==> config.mk <==
export PLATFORM = sky130hd
export DESIGN_NAME = eeprom_addr_loader
export DESIGN_NICKNAME = d
export VERILOG_FILES = /design/src/rtl/eal_pkg.sv /design/src/rtl/eal_pacer.sv /design/src/rtl/eal_mw_reader.sv /design/src/rtl/eal_seq.sv /design/src/rtl/eeprom_addr_loader.sv
export SDC_FILE = /design/constraint.sdc
export NUM_CORES = 1
export LEC_CHECK = 0
export CORE_ASPECT_RATIO = 0.75
export CORE_UTILIZATION = 29
export CTS_CLUSTER_DIAMETER = 100
export DETAILED_ROUTE_END_ITERATION = 7
export SYNTH_ARGS = -nofsm -noshare
export SYNTH_HDL_FRONTEND = slang
export SYNTH_HIERARCHICAL = 1
export SYNTH_SLANG_ARGS = --single-unit
==> constraint.sdc <==
create_clock -name clk -period 2.4 [get_ports clk]
set_input_delay 0.24 -clock clk [delete_from_list [all_inputs] [get_ports clk]]
set_output_delay 0.24 -clock clk [all_outputs]
set_load 0.1 [all_outputs]
==> src/rtl/eal_pkg.sv <==
package eal_pkg;

    localparam int WORD_W    = 16;
    localparam int OP_W      = 3;
    localparam int NARROW_AW = 6;
    localparam int WIDE_AW   = 8;
    localparam int CMD_W     = OP_W + WIDE_AW;
    localparam int MAC_W     = 48;

    localparam logic [OP_W-1:0]    RD_OP    = 3'b110;
    localparam logic [WORD_W-1:0]  SIG_WORD = 16'h8129;
    localparam logic [WIDE_AW-1:0] SIG_LOC  = 8'd0;
    localparam logic [WIDE_AW-1:0] MAC_LOC  = 8'd7;

    typedef enum logic [2:0] {
        RD_IDLE,
        RD_SEL,
        RD_SETUP,
        RD_CHI,
        RD_GAP,
        RD_DHI,
        RD_DLO
    } rd_state_e;

    typedef enum logic {
        SQ_IDLE,
        SQ_WAIT
    } sq_state_e;

    // Little-endian word: low byte is the earlier address byte.
    function automatic logic [WORD_W-1:0] swap_bytes(input logic [WORD_W-1:0] w);
        return {w[7:0], w[15:8]};
    endfunction

    function automatic logic unicast_ok(input logic [MAC_W-1:0] a);
        return (a != '0) && !a[MAC_W-8];
    endfunction

endpackage

==> src/rtl/eal_pacer.sv <==
module eal_pacer #(
    parameter int HALF_DIV = 4
) (
    input  logic clk,
    input  logic rst_n,
    input  logic restart_i,
    output logic tick_o
);
    localparam int PW = (HALF_DIV > 1) ? $clog2(HALF_DIV) : 1;
    localparam logic [PW-1:0] LAST = PW'(HALF_DIV - 1);

    logic [PW-1:0] cnt_d, cnt_q;

    always_comb begin
        tick_o = !restart_i && (cnt_q == LAST);
        if (restart_i || tick_o) begin
            cnt_d = '0;
        end else begin
            cnt_d = cnt_q + 1'b1;
        end
    end

    always_ff @(posedge clk or negedge rst_n) begin
        if (!rst_n) begin
            cnt_q <= '0;
        end else begin
            cnt_q <= cnt_d;
        end
    end

endmodule

==> src/rtl/eal_mw_reader.sv <==
module eal_mw_reader
    import eal_pkg::*;
#(
    parameter int HALF_DIV = 4
) (
    input  logic               clk,
    input  logic               rst_n,
    input  logic               req_i,
    input  logic               wide_i,
    input  logic [WIDE_AW-1:0] addr_i,
    input  logic               miso_i,
    output logic               cs_o,
    output logic               sk_o,
    output logic               mosi_o,
    output logic               rdy_o,
    output logic [WORD_W-1:0]  word_o
);
    localparam int CNT_W = $clog2(WORD_W + 1);
    localparam logic [CNT_W-1:0] LEN_WIDE   = CNT_W'(CMD_W);
    localparam logic [CNT_W-1:0] LEN_NARROW = CNT_W'(OP_W + NARROW_AW);
    localparam logic [CNT_W-1:0] LEN_DATA   = CNT_W'(WORD_W);

    typedef struct packed {
        rd_state_e          st;
        logic [CNT_W-1:0]   left;
        logic [CMD_W-1:0]   cmd;
        logic [WORD_W-1:0]  word;
        logic               cs;
        logic               sk;
        logic               mosi;
        logic               rdy;
    } rd_t;

    rd_t  d, q;
    logic tick;

    eal_pacer #(.HALF_DIV(HALF_DIV)) u_pacer (
        .clk       (clk),
        .rst_n     (rst_n),
        .restart_i (q.st == RD_IDLE),
        .tick_o    (tick)
    );

    always_comb begin
        d     = q;
        d.rdy = 1'b0;
        case (q.st)
            RD_IDLE: begin
                if (req_i) begin
                    d.st   = RD_SEL;
                    d.cs   = 1'b1;
                    d.sk   = 1'b0;
                    d.mosi = 1'b0;
                    if (wide_i) begin
                        d.left = LEN_WIDE;
                        d.cmd  = {RD_OP, addr_i};
                    end else begin
                        d.left = LEN_NARROW;
                        d.cmd  = {RD_OP, addr_i[NARROW_AW-1:0],
                                  {(WIDE_AW-NARROW_AW){1'b0}}};
                    end
                end
            end
            RD_SEL: begin
                if (tick) begin
                    d.st   = RD_SETUP;
                    d.mosi = q.cmd[CMD_W-1];
                end
            end
            RD_SETUP: begin
                if (tick) begin
                    d.sk = 1'b1;
                    d.st = RD_CHI;
                end
            end
            RD_CHI: begin
                if (tick) begin
                    d.sk   = 1'b0;
                    d.cmd  = {q.cmd[CMD_W-2:0], 1'b0};
                    d.left = q.left - 1'b1;
                    if (q.left == CNT_W'(1)) begin
                        d.st   = RD_GAP;
                        d.mosi = 1'b0;
                    end else begin
                        d.st   = RD_SETUP;
                        d.mosi = q.cmd[CMD_W-2];
                    end
                end
            end
            RD_GAP: begin
                if (tick) begin
                    d.sk   = 1'b1;
                    d.st   = RD_DHI;
                    d.left = LEN_DATA;
                end
            end
            RD_DHI: begin
                if (tick) begin
                    d.word = {q.word[WORD_W-2:0], miso_i};
                    d.sk   = 1'b0;
                    d.left = q.left - 1'b1;
                    d.st   = RD_DLO;
                end
            end
            RD_DLO: begin
                if (tick) begin
                    if (q.left == '0) begin
                        d.cs  = 1'b0;
                        d.rdy = 1'b1;
                        d.st  = RD_IDLE;
                    end else begin
                        d.sk = 1'b1;
                        d.st = RD_DHI;
                    end
                end
            end
            default: d.st = RD_IDLE;
        endcase
    end

    always_ff @(posedge clk or negedge rst_n) begin
        if (!rst_n) begin
            q <= '0;
        end else begin
            q <= d;
        end
    end

    assign cs_o   = q.cs;
    assign sk_o   = q.sk;
    assign mosi_o = q.mosi;
    assign rdy_o  = q.rdy;
    assign word_o = q.word;

endmodule

==> src/rtl/eal_seq.sv <==
module eal_seq
    import eal_pkg::*;
(
    input  logic               clk,
    input  logic               rst_n,
    input  logic               start_i,
    input  logic               wide_sel_i,
    input  logic               rdy_i,
    input  logic [WORD_W-1:0]  word_i,
    output logic               req_o,
    output logic               wide_o,
    output logic [WIDE_AW-1:0] addr_o,
    output logic               busy_o,
    output logic               done_o,
    output logic               sig_ok_o,
    output logic               addr_valid_o,
    output logic [MAC_W-1:0]   mac_o
);
    typedef struct packed {
        sq_state_e          st;
        logic [1:0]         idx;
        logic               wide;
        logic               req;
        logic [WIDE_AW-1:0] addr;
        logic [MAC_W-1:0]   acc;
        logic               busy;
        logic               done;
        logic               sig_ok;
        logic               av;
        logic [MAC_W-1:0]   mac;
    } sq_t;

    sq_t d, q;
    logic [MAC_W-1:0] acc_next;

    always_comb begin
        d        = q;
        d.req    = 1'b0;
        d.done   = 1'b0;
        acc_next = {q.acc[MAC_W-WORD_W-1:0], swap_bytes(word_i)};
        case (q.st)
            SQ_IDLE: begin
                if (start_i) begin
                    d.st   = SQ_WAIT;
                    d.busy = 1'b1;
                    d.wide = wide_sel_i;
                    d.idx  = 2'd0;
                    d.req  = 1'b1;
                    d.addr = SIG_LOC;
                end
            end
            SQ_WAIT: begin
                if (rdy_i) begin
                    if (q.idx == 2'd0) begin
                        if (word_i == SIG_WORD) begin
                            d.idx  = 2'd1;
                            d.req  = 1'b1;
                            d.addr = MAC_LOC;
                        end else begin
                            d.st     = SQ_IDLE;
                            d.busy   = 1'b0;
                            d.done   = 1'b1;
                            d.sig_ok = 1'b0;
                            d.av     = 1'b0;
                        end
                    end else begin
                        d.acc = acc_next;
                        if (q.idx == 2'd3) begin
                            d.st     = SQ_IDLE;
                            d.busy   = 1'b0;
                            d.done   = 1'b1;
                            d.sig_ok = 1'b1;
                            if (unicast_ok(acc_next)) begin
                                d.mac = acc_next;
                                d.av  = 1'b1;
                            end else begin
                                d.av  = 1'b0;
                            end
                        end else begin
                            d.idx  = q.idx + 2'd1;
                            d.req  = 1'b1;
                            d.addr = MAC_LOC + WIDE_AW'(q.idx);
                        end
                    end
                end
            end
            default: d.st = SQ_IDLE;
        endcase
    end

    always_ff @(posedge clk or negedge rst_n) begin
        if (!rst_n) begin
            q <= '0;
        end else begin
            q <= d;
        end
    end

    assign req_o        = q.req;
    assign wide_o       = q.wide;
    assign addr_o       = q.addr;
    assign busy_o       = q.busy;
    assign done_o       = q.done;
    assign sig_ok_o     = q.sig_ok;
    assign addr_valid_o = q.av;
    assign mac_o        = q.mac;

endmodule

==> src/rtl/eeprom_addr_loader.sv <==
module eeprom_addr_loader
    import eal_pkg::*;
#(
    parameter int HALF_DIV = 4
) (
    input  logic             clk,
    input  logic             rst_n,
    input  logic             start,
    input  logic             wide_sel,
    input  logic             mw_miso,
    output logic             mw_cs,
    output logic             mw_clk,
    output logic             mw_mosi,
    output logic             busy,
    output logic             done,
    output logic             sig_ok,
    output logic             addr_valid,
    output logic [MAC_W-1:0] mac
);
    logic               rd_req;
    logic               rd_wide;
    logic [WIDE_AW-1:0] rd_addr;
    logic               rd_rdy;
    logic [WORD_W-1:0]  rd_word;

    eal_seq u_seq (
        .clk          (clk),
        .rst_n        (rst_n),
        .start_i      (start),
        .wide_sel_i   (wide_sel),
        .rdy_i        (rd_rdy),
        .word_i       (rd_word),
        .req_o        (rd_req),
        .wide_o       (rd_wide),
        .addr_o       (rd_addr),
        .busy_o       (busy),
        .done_o       (done),
        .sig_ok_o     (sig_ok),
        .addr_valid_o (addr_valid),
        .mac_o        (mac)
    );

    eal_mw_reader #(.HALF_DIV(HALF_DIV)) u_rd (
        .clk    (clk),
        .rst_n  (rst_n),
        .req_i  (rd_req),
        .wide_i (rd_wide),
        .addr_i (rd_addr),
        .miso_i (mw_miso),
        .cs_o   (mw_cs),
        .sk_o   (mw_clk),
        .mosi_o (mw_mosi),
        .rdy_o  (rd_rdy),
        .word_o (rd_word)
    );

endmodule

==> results.sh <==
export IMPL_skew_ns=0.00773
export IMPL_synth_avg_cell_area_um2=10.5
export IMPL_die_area_um2=23200
export IMPL_cp_depth=6
export IMPL_arrival_ns=2.48
export IMPL_cts_repair_resized=0
export IMPL_ant_nets=0
export IMPL_place_area_um2=6850
export IMPL_syn_area_um2=6550
export IMPL_path_max_fanout=24
export IMPL_min_path_type="in2async"
export IMPL_post_route_drc_count=0
export IMPL_cp_start_kind="register"
export IMPL_stdcell_area_um2=7430
export IMPL_dpl_hpwl_um=9690
export IMPL_p_sw_share_pct=29.6
export IMPL_yosysWarnings=6
export IMPL_critPathKind="reg2reg"
export IMPL_p_clk_share_pct=40.1
export IMPL_synth_most_common_cell="dfrtp_1"
export IMPL_finalHoldViolations=0
export IMPL_synth_top_flop_cell="dfrtp_1"
export IMPL_period_needed_ns=2.12
export IMPL_grtUsageMet3_pct=3.89
export IMPL_fillers=2236
export IMPL_slowest_delay_ns=0.50
export IMPL_final_net_count=632
export IMPL_clk_path_buf_depth=2
export IMPL_grt_pass1_wl_um=23300
export IMPL_path_cells="nor4_1 > nand4_1 > nor4_4 > buf_12 > and2_1 > a221o_1"
export IMPL_grt_max_degree=65
export IMPL_num_vias=4380
export IMPL_status="finished, final reports clean"
export IMPL_fin_util_pct=33.6
export IMPL_total_power_mw=6.24
export IMPL_power_per_cell_area_nw_per_um2=840
export IMPL_ios=60
export IMPL_fin_cells=924
export IMPL_drv_slew=0
export IMPL_core_um2=22100
export IMPL_worst_slew_pin_slew_ns=0.617
export IMPL_ys_top_cells_by_area="dfrtp_1, mux2_2, buf_4, nand2_1, nand3_1"
export IMPL_finalSetupViolCount=0
export IMPL_drtIter0Drc=342
export IMPL_async_flop_share_pct=100
export IMPL_cp_endpoint="u_seq/mac_o[7]"
export IMPL_clock_fmax_mhz=473
export IMPL_endpoint_kind="register"
export IMPL_met1_usage_pct=19.5
export IMPL_cts_tree="done"
export IMPL_busiest_layer="met1"
export IMPL_crit_reg2reg_launch="u_rd/word_o[15]"
export IMPL_dp_cells=894
export IMPL_finalWirelength_um=14500
export IMPL_die_x_um=175
export IMPL_synth_top_cells_by_count="dfrtp_1, nand2_1, buf_4, nand3_1, mux2_2"
export IMPL_port_buffers=59
export IMPL_r2r_end="u_seq/mac_o[7]"
export IMPL_r2r_cells=6
export IMPL_p_int_mw=4.40
export IMPL_firstDrtPassIters=4
export IMPL_vias_per_cell=4.74
export IMPL_synth_area_leader_cell="dfrtp_1"
export IMPL_synth_enable_flop_cells=0
export IMPL_antenna_found_initial=0
export IMPL_clockRootBuffer="clkbuf_16"
export IMPL_max_slew_margin_pct=58.9
export IMPL_synthCells=624
export IMPL_cap_violations=0
export IMPL_clock_sinks=132
export IMPL_drive_gt1_share_pct=27.6
export IMPL_power_leakage_nw=3.60
export IMPL_setup_total_negative_slack_ns=0
export IMPL_cp_buffers_inverters=1
export IMPL_htreeDepth=4
export IMPL_routabilityCongestion=0.789
export IMPL_postCtsHoldBufs=1
export IMPL_drt_wirelength_per_cell_um=15.6
export IMPL_p_comb_share_pct=19.2
export IMPL_irDropWorstVdd_mv=0.298
export IMPL_yosysSeqAreaShare_pct=50.5
export IMPL_clkLatencyLatePin_ns=0.42
export IMPL_cts_clk_slew_worst_paths_ns=0.06
export IMPL_area_delta_synth_final_pct=13.5
export IMPL_synthDistinctLibCells=61
export IMPL_cts_buffers_inserted=17
export IMPL_overflow=0
export IMPL_grt_usage_pct=13.0
export IMPL_power_share_sequential_pct=40.6
export IMPL_rsz0062_at_grt="false"
export IMPL_yosys_area_top_type_share_pct=50.5
export IMPL_met2_usage_pct=17.3
export IMPL_initial_core_util_pct=29.6
export IMPL_min_period_over_period_pct=88.2
export IMPL_crit_slowest_cell="nor4_1"
export IMPL_synth_seq_cells=132
export IMPL_ff2ff_setup_slack_ns=0.28
export IMPL_required_ns=2.76
export IMPL_startpoint="u_rd/word_o[15]"
export IMPL_dieHeight_um=132
export IMPL_antenna_cells=0
export IMPL_p_sw_mw=1.85
export IMPL_cts_setup_buffers=0
export IMPL_grt_pass1_vias=4089
export IMPL_rows=47
export IMPL_crit_family="simple AND/OR/NAND/NOR gates"
layer usage:
layer / vias to the layer above / wire length, um
li1: 2106 / -
met4: 0 / 193
met2: 98 / 6100
met5: - / 0
met1: 2163 / 7340
met3: 13 / 820
area by class of cell:
class / instances / area, um^2 / area share (%)
Clock buffer: 20 / 457 / 6.15
Clock inverter: 9 / 108 / 1.45
Tap cell: 294 / 368 / 4.95
Inverter: 11 / 41.3 / 0.556
Multi-Input combinational cell: 379 / 2490 / 33.6
Sequential cell: 132 / 3300 / 44.5
Timing Repair Buffer: 79 / 657 / 8.84
cells by family after synthesis:
logic type / after synthesis / share of synthesized area [%]
and+or+nand+nor: 223 / 16.7
DFF: 132 / 50.5
buffers and inverters: 116 / 11.7
other: 1 / 0.0573
adders and majority gates: 7 / 1.34
muxes: 59 / 10.1
AOI/OAI and AO/OA: 86 / 9.71
worst min path at each step:
stage | endpoint | slack, ns | cells after the start
2_1_floorplan | u_rd/cs_o | -0.06 | 0
3_3_place_gp | u_rd/q[28] | 0.27 | 1
3_5_place_dp | u_rd/q[26] | 0.28 | 1
4_1_cts | u_rd/word_o[9] | 0.40 | 2
5_1_grt | u_rd/word_o[9] | 0.43 | 2
6_report | u_rd/word_o[9] | 0.38 | 2
flip-flops by register name, summed over array words and instances, names as in the netlist:
register / count
u_rd/u_pacer/cnt_q: 2
u_rd/q: 19
u_rd/rdy_o: 1
u_seq/addr_valid_o: 1
u_seq/sig_ok_o: 1
u_rd/cs_o: 1
u_seq/req_o: 1
u_seq/wide_o: 1
u_rd/sk_o: 1
u_seq/addr_o: 2
u_seq/busy_o: 1
u_rd/word_o: 16
u_seq/q: 3
u_seq/done_o: 1
u_rd/mosi_o: 1
u_seq/acc_next: 32
u_seq/mac_o: 48
cell usage in the layout (no fill, tap or decap), drive strengths merged, types with 2 or more instances in the layout:
cell,instances
ha,7
bufinv,2
buf,75
a221o,5
clkinv,5
nand2b,5
nand3,64
o311ai,2
o211ai,2
nor2,10
nor3,11
a211oi,2
o32ai,2
a22o,14
and3,2
o21ai,32
nand2,97
and2,8
nor4,11
mux2,51
nand4,2
clkinvlp,2
nor2b,3
a31oi,3
conb,4
dfrtp,132
mux2i,8
inv,11
a21oi,11
a21o,3
clkbuf,20
clkdlybuf4s50,3
through the flow:
| stage | setup WS, ns | hold WS (ns) |
|---|---|---|
| global route | 0.0534 | 0.428 |
| CTS | 0.263 | 0.395 |
| detailed placement | 0.288 | 0.284 |
| floorplan | 0.234 | -0.0556 |
| finish | 0.284 | 0.378 |
| global placement | 0.334 | 0.274 |
power by group through the flow:
stage	clock network, mW	registers (mW)	logic, mW
final	2.51	2.54	1.20
after floorplan	0	2.66	0.831
after CTS	2.56	2.54	1.20
after global routing	2.66	2.56	1.34
after global placement	0	2.57	1.19
after detailed placement	0	2.57	1.20
Power figures use the tool's default switching activity.
